[config.mk]
export PLATFORM = sky130hd
export DESIGN_NAME = syn_current_integ
export DESIGN_NICKNAME = d
export VERILOG_FILES = /design/src/rtl/syn_pkg.sv /design/src/rtl/syn_release_det.sv /design/src/rtl/syn_kinetic_step.sv /design/src/rtl/syn_run_counter.sv /design/src/rtl/syn_current_integ.sv
export SDC_FILE = /design/constraint.sdc
export NUM_CORES = 1
export LEC_CHECK = 0
export BUFFER_PORTS_ARGS = -buffer_cell sky130_fd_sc_hd__buf_2
export CAP_MARGIN = 25
export CORE_MARGIN = 4
export CORE_UTILIZATION = 55
export CTS_CLUSTER_SIZE = 14
export DETAILED_ROUTE_END_ITERATION = 8
export GPL_ROUTABILITY_DRIVEN = 0
export MAX_ROUTING_LAYER = met4
export PLACE_DENSITY_LB_ADDON = 0.3
export SYNTH_ARGS = -nofsm -noshare
export SYNTH_HDL_FRONTEND = slang
export SYNTH_HIERARCHICAL = 1
export SYNTH_SLANG_ARGS = --single-unit
[constraint.sdc]
create_clock -name clk -period 4.89 [get_ports clk]
set_clock_uncertainty 0.1 [all_clocks]
set_input_delay 0.489 -clock clk [delete_from_list [all_inputs] [get_ports clk]]
set_output_delay 0.489 -clock clk [all_outputs]
set_load 0.05 [all_outputs]
[src/rtl/syn_pkg.sv]
package syn_pkg;

    localparam int SYN_VW       = 10;
    localparam int SYN_IW       = 12;
    localparam int SYN_ALPHA_SH = 3;
    localparam int SYN_BETA_SH  = 5;
    localparam int SYN_CW       = 6;

    typedef struct packed {
        logic step;
        logic rel;
        logic fall;
    } rel_ev_t;

endpackage

[src/rtl/syn_release_det.sv]
module syn_release_det
    import syn_pkg::*;
#(
    parameter int VW = SYN_VW
) (
    input  logic          clk,
    input  logic          rst,
    input  logic          step_en,
    input  logic [VW-1:0] v_pre,
    output rel_ev_t       ev,
    output logic          rel_q
);

    logic rel_now;

    always_comb begin
        rel_now = $signed(v_pre) > $signed({VW{1'b0}});
        ev.step = step_en;
        ev.rel  = rel_now;
        ev.fall = step_en & rel_q & ~rel_now;
    end

    always_ff @(posedge clk) begin
        if (rst) begin
            rel_q <= 1'b0;
        end else if (step_en) begin
            rel_q <= rel_now;
        end
    end

endmodule

[src/rtl/syn_kinetic_step.sv]
module syn_kinetic_step
    import syn_pkg::*;
#(
    parameter int IW       = SYN_IW,
    parameter int ALPHA_SH = SYN_ALPHA_SH,
    parameter int BETA_SH  = SYN_BETA_SH
) (
    input  logic      clk,
    input  logic      rst,
    input  rel_ev_t   ev,
    output logic [IW:0] is_cur
);

    localparam logic [IW:0] ONE = (IW+1)'(1) << IW;

    logic [IW:0] is_q;
    logic [IW:0] gap;
    logic [IW+1:0] rise_wide;
    logic [IW:0] rise_v;
    logic [IW:0] fall_v;

    always_comb begin
        gap       = ONE - is_q;
        rise_wide = {1'b0, is_q} + {1'b0, (gap >> ALPHA_SH)};
        if (rise_wide > {1'b0, ONE}) begin
            rise_v = ONE;
        end else begin
            rise_v = rise_wide[IW:0];
        end
        fall_v = is_q - (is_q >> BETA_SH);
    end

    always_ff @(posedge clk) begin
        if (rst) begin
            is_q <= '0;
        end else if (ev.step) begin
            is_q <= ev.rel ? rise_v : fall_v;
        end
    end

    assign is_cur = is_q;

endmodule

[src/rtl/syn_run_counter.sv]
module syn_run_counter
    import syn_pkg::*;
#(
    parameter int CW = SYN_CW
) (
    input  logic          clk,
    input  logic          rst,
    input  rel_ev_t       ev,
    output logic [CW-1:0] run_len,
    output logic [CW-1:0] len_out,
    output logic          len_vld
);

    localparam logic [CW-1:0] CNT_MAX = {CW{1'b1}};

    always_ff @(posedge clk) begin
        if (rst) begin
            run_len <= '0;
            len_out <= '0;
            len_vld <= 1'b0;
        end else begin
            len_vld <= 1'b0;
            if (ev.step) begin
                if (ev.rel) begin
                    if (run_len != CNT_MAX) begin
                        run_len <= run_len + 1'b1;
                    end
                end else begin
                    run_len <= '0;
                    if (ev.fall) begin
                        len_out <= run_len;
                        len_vld <= 1'b1;
                    end
                end
            end
        end
    end

endmodule

[src/rtl/syn_current_integ.sv]
module syn_current_integ
    import syn_pkg::*;
#(
    parameter int VW       = SYN_VW,
    parameter int IW       = SYN_IW,
    parameter int ALPHA_SH = SYN_ALPHA_SH,
    parameter int BETA_SH  = SYN_BETA_SH,
    parameter int CW       = SYN_CW
) (
    input  logic          clk,
    input  logic          rst,
    input  logic          step_en,
    input  logic [VW-1:0] v_pre,
    output logic [IW:0]   is_cur,
    output logic          rel_out,
    output logic [CW-1:0] run_len,
    output logic [CW-1:0] len_out,
    output logic          len_vld
);

    rel_ev_t ev;

    syn_release_det #(.VW(VW)) u_det (
        .clk     (clk),
        .rst     (rst),
        .step_en (step_en),
        .v_pre   (v_pre),
        .ev      (ev),
        .rel_q   (rel_out)
    );

    syn_kinetic_step #(.IW(IW), .ALPHA_SH(ALPHA_SH), .BETA_SH(BETA_SH)) u_kin (
        .clk    (clk),
        .rst    (rst),
        .ev     (ev),
        .is_cur (is_cur)
    );

    syn_run_counter #(.CW(CW)) u_cnt (
        .clk     (clk),
        .rst     (rst),
        .ev      (ev),
        .run_len (run_len),
        .len_out (len_out),
        .len_vld (len_vld)
    );

endmodule

=== Yosys cells after proc, flatten, opt, wreduce, memory -nomap -nowiden ===
Index checks and enable logic that the tools add are counted.

* Register bits after elaboration: 27
* Bits of input ports: 13
* Output and inout bits: 27
* Word-level logic and storage cells: 25

* Add/sub/neg operators: 4
* Order comparisons: 2
* Eq/ne operators: 2
* Mux-type cells: 5
* Bitwise gates (word level): 4
* Reductions and logical operators: 3

{| class="wikitable"
|+ Operators with widths
! operator !! number
|-
| two-way mux 13 bit || 2
|-
| adder 13 x 10 -> 14 bit || 1
|-
| > comparator 14 x 13 -> 1 bit (second input constant) || 1
|-
| subtractor 13 bit (first input constant) || 1
|-
| subtractor 13 x 8 -> 13 bit || 1
|-
| two-way mux 6 bit || 2
|-
| > comparator 10 x 1 -> 1 bit (second input constant) || 1
|-
| adder 6 x 1 -> 6 bit (second input constant) || 1
|-
| inequality test 6 bit (second input constant) || 1
|-
| AND reduction 3 bit || 1
|-
| OR reduction 3 bit || 1
|-
| AND 1 bit || 2
|-
| inequality test 2 x 1 -> 1 bit (second input constant) || 1
|-
| inverter 1 bit || 2
|-
| AND reduction 2 bit || 1
|-
| two-way mux 1 bit || 1
|}

=== Depth between registers and ports, before layout ===
* Word-level depth: 5
* Mapped depth: 15

=== Modules after synthesis ===
The synthesis kept the hierarchy.

{| class="wikitable"
|+ By module, submodules not included
! module !! times used !! cells an instance !! area an instance (um^2) !! seq. area each (um^2)
|-
| syn_kinetic_step || 1 || 262 || 1900.6 || 260.2
|-
| syn_run_counter || 1 || 56 || 579.3 || 260.2
|-
| syn_release_det || 1 || 13 || 107.6 || 20.0
|}

=== Worst setup path before layout ===
No wires, ideal clock.

* Path type: flip-flop to flip-flop
* Start: register u_kin.is_q[3], in the netlist u_kin/is_cur[3]
* End: register u_kin.is_q[0], in the netlist u_kin/is_cur[0]
* Setup time: 124 ps
* Arrival: 4035 ps
* Slack: 632 ps
* Stages on the path, launching flop included: 14
* Clock period less this slack: 4258 ps
* Path through: dfxtp_1 nor3_1 nand2_1 nor4_1 nor2_1 ha_1 a21o_1 or4_1 o211ai_1 nand2_1 a41oi_1 o41ai_2 and3_1 o2bb2ai_1

* Word-level cells in the longest chain between the ends: 5

{| class="wikitable"
|+ Ends and longest elaborated chain
! item !! line !! text
|-
| start: declaration || syn_kinetic_step.sv:16 || <nowiki>logic [IW:0] is_q;</nowiki>
|-
| start signal: assignment || syn_kinetic_step.sv:37 || <nowiki>is_q <= ev.rel ? rise_v : fall_v;</nowiki>
|-
| subtractor 13 bit || syn_kinetic_step.sv:23 || <nowiki>gap = ONE - is_q;</nowiki>
|-
| adder 13 x 10 -> 14 bit * || syn_kinetic_step.sv:24 || <nowiki>rise_wide = {1'b0, is_q} + {1'b0, (gap >> ALPHA_SH)};</nowiki>
|-
| > comparator 14 x 13 -> 1 bit || syn_kinetic_step.sv:25 || <nowiki>if (rise_wide > {1'b0, ONE}) begin</nowiki>
|-
| two-way mux 13 bit * || syn_kinetic_step.sv:25 ||
|-
| two-way mux 13 bit * || syn_kinetic_step.sv:37 ||
|}

Mark *: on every way between the ends. The rest lies on a longest branch, timed or not.
A chain may end at the register's enable or synchronous reset.

=== Worst setup path in the final report ===
Same ends and word-level chain as after synthesis.

==> metrics.md <==
| Metric | Value |
|---|---|
| Synthesis Warnings | 6 |
| Worst slew margin | around 52% |
| CTS tree | built |
| Worst Hold Launch | u_cnt/len_out[1]$_SDFFE_PP0P_ |
| Period utilization | 84.93% |
| Synthesized cell area | approximately 2600 sq um |
| Final WL | about 6.7 mm |
| Seq/Total Area, Yosys | between 20% and 30% |
| Worst reg2reg path endpoint | u_kin/is_cur[0]$_SDFFE_PP0P_ |
| Layout cells sized above 1 | 18.16% |
| Yosys cell types | 68 |
| Commonest non-fill, non-tap cell in the layout | buf_2 |
| CTS buffer count | 3 |
| RSZ-0062 raised after global routing | no |
| Crit start category | flip-flop |
| Vias in the first global route | about 2300 |
| DR WL/cell | 16.35 um |
| Worst Max-Slew Pin Slew | 0.7040 ns |
| Largest net degree at the start of global routing | 40 |
| Io pins | 40 |
| Post-synth ARST share | 0% |
| Fmax | ~0.24 GHz |
| Hold Path Depth | 2 |
| Initial antenna violation count | 0 |
| Nature of the critical path endpoint | flip-flop |
| Crit path time final | about 4.2 ns |
| Reg-to-reg setup timing slack | roughly 0.74 ns |
| Gr ovfl total | 0 |
| Row count | 24 |
| Most frequent cells in the layout | 39 x buf_2, 33 x nor2_1, 27 x dfxtp_1, 21 x nand2_1, 21 x ha_1 |
| Post-Syn Instances | between 300 and 400 |
| Area of the multi-input gates | between 1500 and 2000 sq um |
| Clock slew at reported path FFs | around 0.10 ns |
| Global-route wire length before repair | 11.03 mm |
| Clk sinks | 27 |
| Required time of the critical path | between 4 and 5 ns |
| Number of gates resized after cts | 0 |
| DP HPWL | between 4 and 5 mm |
| Final count of hold timing violations | 0 |
| Peak fanout along the critical path | 8 |
| HP Class | reg2reg |
| CP arrival | about 4.2 ns |
| I/O Buffers | 39 |
| Hold Buf Count CTS | 0 |
| Setup tns final | 0 ns |
| Initial Utilization | 58.22% |
| Die W | roughly 77 um |
| Post-CTS setup repair buffer count | 0 |
| # setup viols final | 0 |
| Ys flop type | dfxtp_1 |
| Die Height | roughly 77 um |
| Reg2Reg Depth | 14 |
| Hold endpoint | u_cnt/len_out[1]$_SDFFE_PP0P_ |
| GRT Util Overall | a little under a quarter |
| Die area | around 5900 sq um |
| Net Count, Synth | approximately 370 |
| FF+latch count, synth | 27 |
| Core area | approximately 4400 sq um |
| Max-slew violations | 0 |
| Clk_lat worst skew | roughly 0.27 ns |
| Register Area | about 540 sq um |
| Vias after detailed routing | 2658 |
| Run status | completed |
| MaxCap Viol Count | 0 |
| Via-to-Cell Ratio | 6.483 |
| Number of synthesized flops with an enable pin | 0 |
| # DRC | 0 |
| Iter 0 DRT Violations | 286 |
| Antenna Cells | 0 |
| CP Class | reg2reg |
| Root buf cell | clkbuf_8 |
| Pre-Repair DR Iteration Count | 5 |
| Max Root-Sink Buffers | 2 |
| Avg Cell Area, Syn | 7.817 sq um |
| H-Tree Depth | 1 |
| Area grow syn2layout | 9.188% |
| Final ANT Viol Nets | 0 |
| Nets | between 300 and 400 |
| Fillers | approximately 390 |
| Reg2reg start | u_kin/is_cur[3]$_SDFFE_PP0P_ |
## how the worst max path moves through the flow
stage                                  from                      endpoint  slack (ns)  depth (start not counted)
2_1_floorplan  u_kin/is_cur[3]$_SDFFE_PP0P_  u_kin/is_cur[0]$_SDFFE_PP0P_        0.63                         13
3_3_place_gp   u_kin/is_cur[3]$_SDFFE_PP0P_  u_kin/is_cur[0]$_SDFFE_PP0P_        0.91                         14
3_5_place_dp   u_kin/is_cur[3]$_SDFFE_PP0P_  u_kin/is_cur[0]$_SDFFE_PP0P_        0.81                         14
4_1_cts        u_kin/is_cur[3]$_SDFFE_PP0P_  u_kin/is_cur[0]$_SDFFE_PP0P_        0.79                         14
5_1_grt        u_kin/is_cur[3]$_SDFFE_PP0P_  u_kin/is_cur[1]$_SDFFE_PP0P_        0.36                         14
6_report       u_kin/is_cur[3]$_SDFFE_PP0P_  u_kin/is_cur[0]$_SDFFE_PP0P_        0.74                         14
## worst max-delay path: stages (launching register included)
cell,delay [ns]
dfxtp_1,0.41
nor3_1,0.38
nand2_1,0.12
nor4_1,0.19
buf_4,0.20
nor2_1,0.07
ha_1,0.31
a21o_1,0.25
or4_1,0.43
o211ai_1,0.27
nand2_1,0.08
a41oi_1,0.62
o41ai_2,0.23
and3_1,0.26
o2bb2ai_1,0.12
## per-stage QoR
| step | instances | utilization [%] | cell area, sq um | setup WS [ns] | hold slack, ns |
|---|---|---|---|---|---|
| finish | 410 | 63.57 | 2825 | 0.7370 | 0.4039 |
| global route | 410 | 63.57 | 2825 | 0.3619 | 0.4482 |
| CTS | 410 | 63.57 | 2825 | 0.7880 | 0.4064 |
| detailed placement | 406 | 62.47 | 2776 | 0.8141 | 0.3801 |
| global placement | 406 | 62.47 | 2776 | 0.9108 | 0.3716 |
| floorplan | 331 | - | 2587 | 0.6315 | 0.4600 |
## routing by layer
layer  vias up  routed length [um]  track usage [%]
li1       1301                   -                -
met1      1240                3029            31.41
met2       108                3157            35.33
met3         9                 458            3.073
met4         0                  57            3.623
met5         -                   0                -
## kinds of logic (layout without fill, tap and decap cells)
logic type | count (synthesis) | in the layout | synth area share, %
AOI/OAI and AO/OA | 108 | 108 | 29.30
DFF | 27 | 27 | 20.89
xor gates and xnor gates | 13 | 13 | 4.400
and+or+nand+nor | 118 | 118 | 25.10
buffers and inverters | 33 | 60 | 5.512
adders and majority gates | 22 | 22 | 10.93
muxes | 10 | 10 | 3.869
## Yosys cell counts (all sizes together) (3+ instances only)
cell type  number  share of area (%)
nor2b           6                1.5
clkbuf         14                2.0
or4             3                1.0
mux2i          10                3.9
a41oi           3                1.0
a21oi          20                3.9
o2bb2ai         3                1.0
ha             21                 10
nand4           5                1.5
a211oi          8                2.3
o211a           3                1.2
nor2           33                4.8
xor2            3                1.0
nor3           13                2.5
o31ai           3               0.87
nor4            6                2.5
inv            15                2.2
dfxtp          27                 21
or2             5                1.2
a31oi           9                2.2
nand2b          5                1.2
and4            5                1.8
and3            3               0.77
o21a            8                2.4
nand3           5               0.97
nand2          21                3.0
buf             4                1.3
xnor2          10                3.4
o21ai          21                4.1
## sequential cells by signal (all words and copies together) (netlist names)
signal         cells
u_cnt/len_out      6
u_cnt/len_vld      1
u_kin/is_cur      13
u_det/rel_q        1
u_cnt/run_len      6
## layout make-up
type	count	area share [%]
clock buffer	3	1.461
sequential	27	19.13
timing repair buffer	41	7.440
multi-input combinational	271	67.40
inverter	15	1.993
clock inverter	1	0.2657
tap	52	2.303
Power is left out: the tool's default activity adds up to more than one toggle a clock period on the data nets, which glitch-free logic cannot reach.
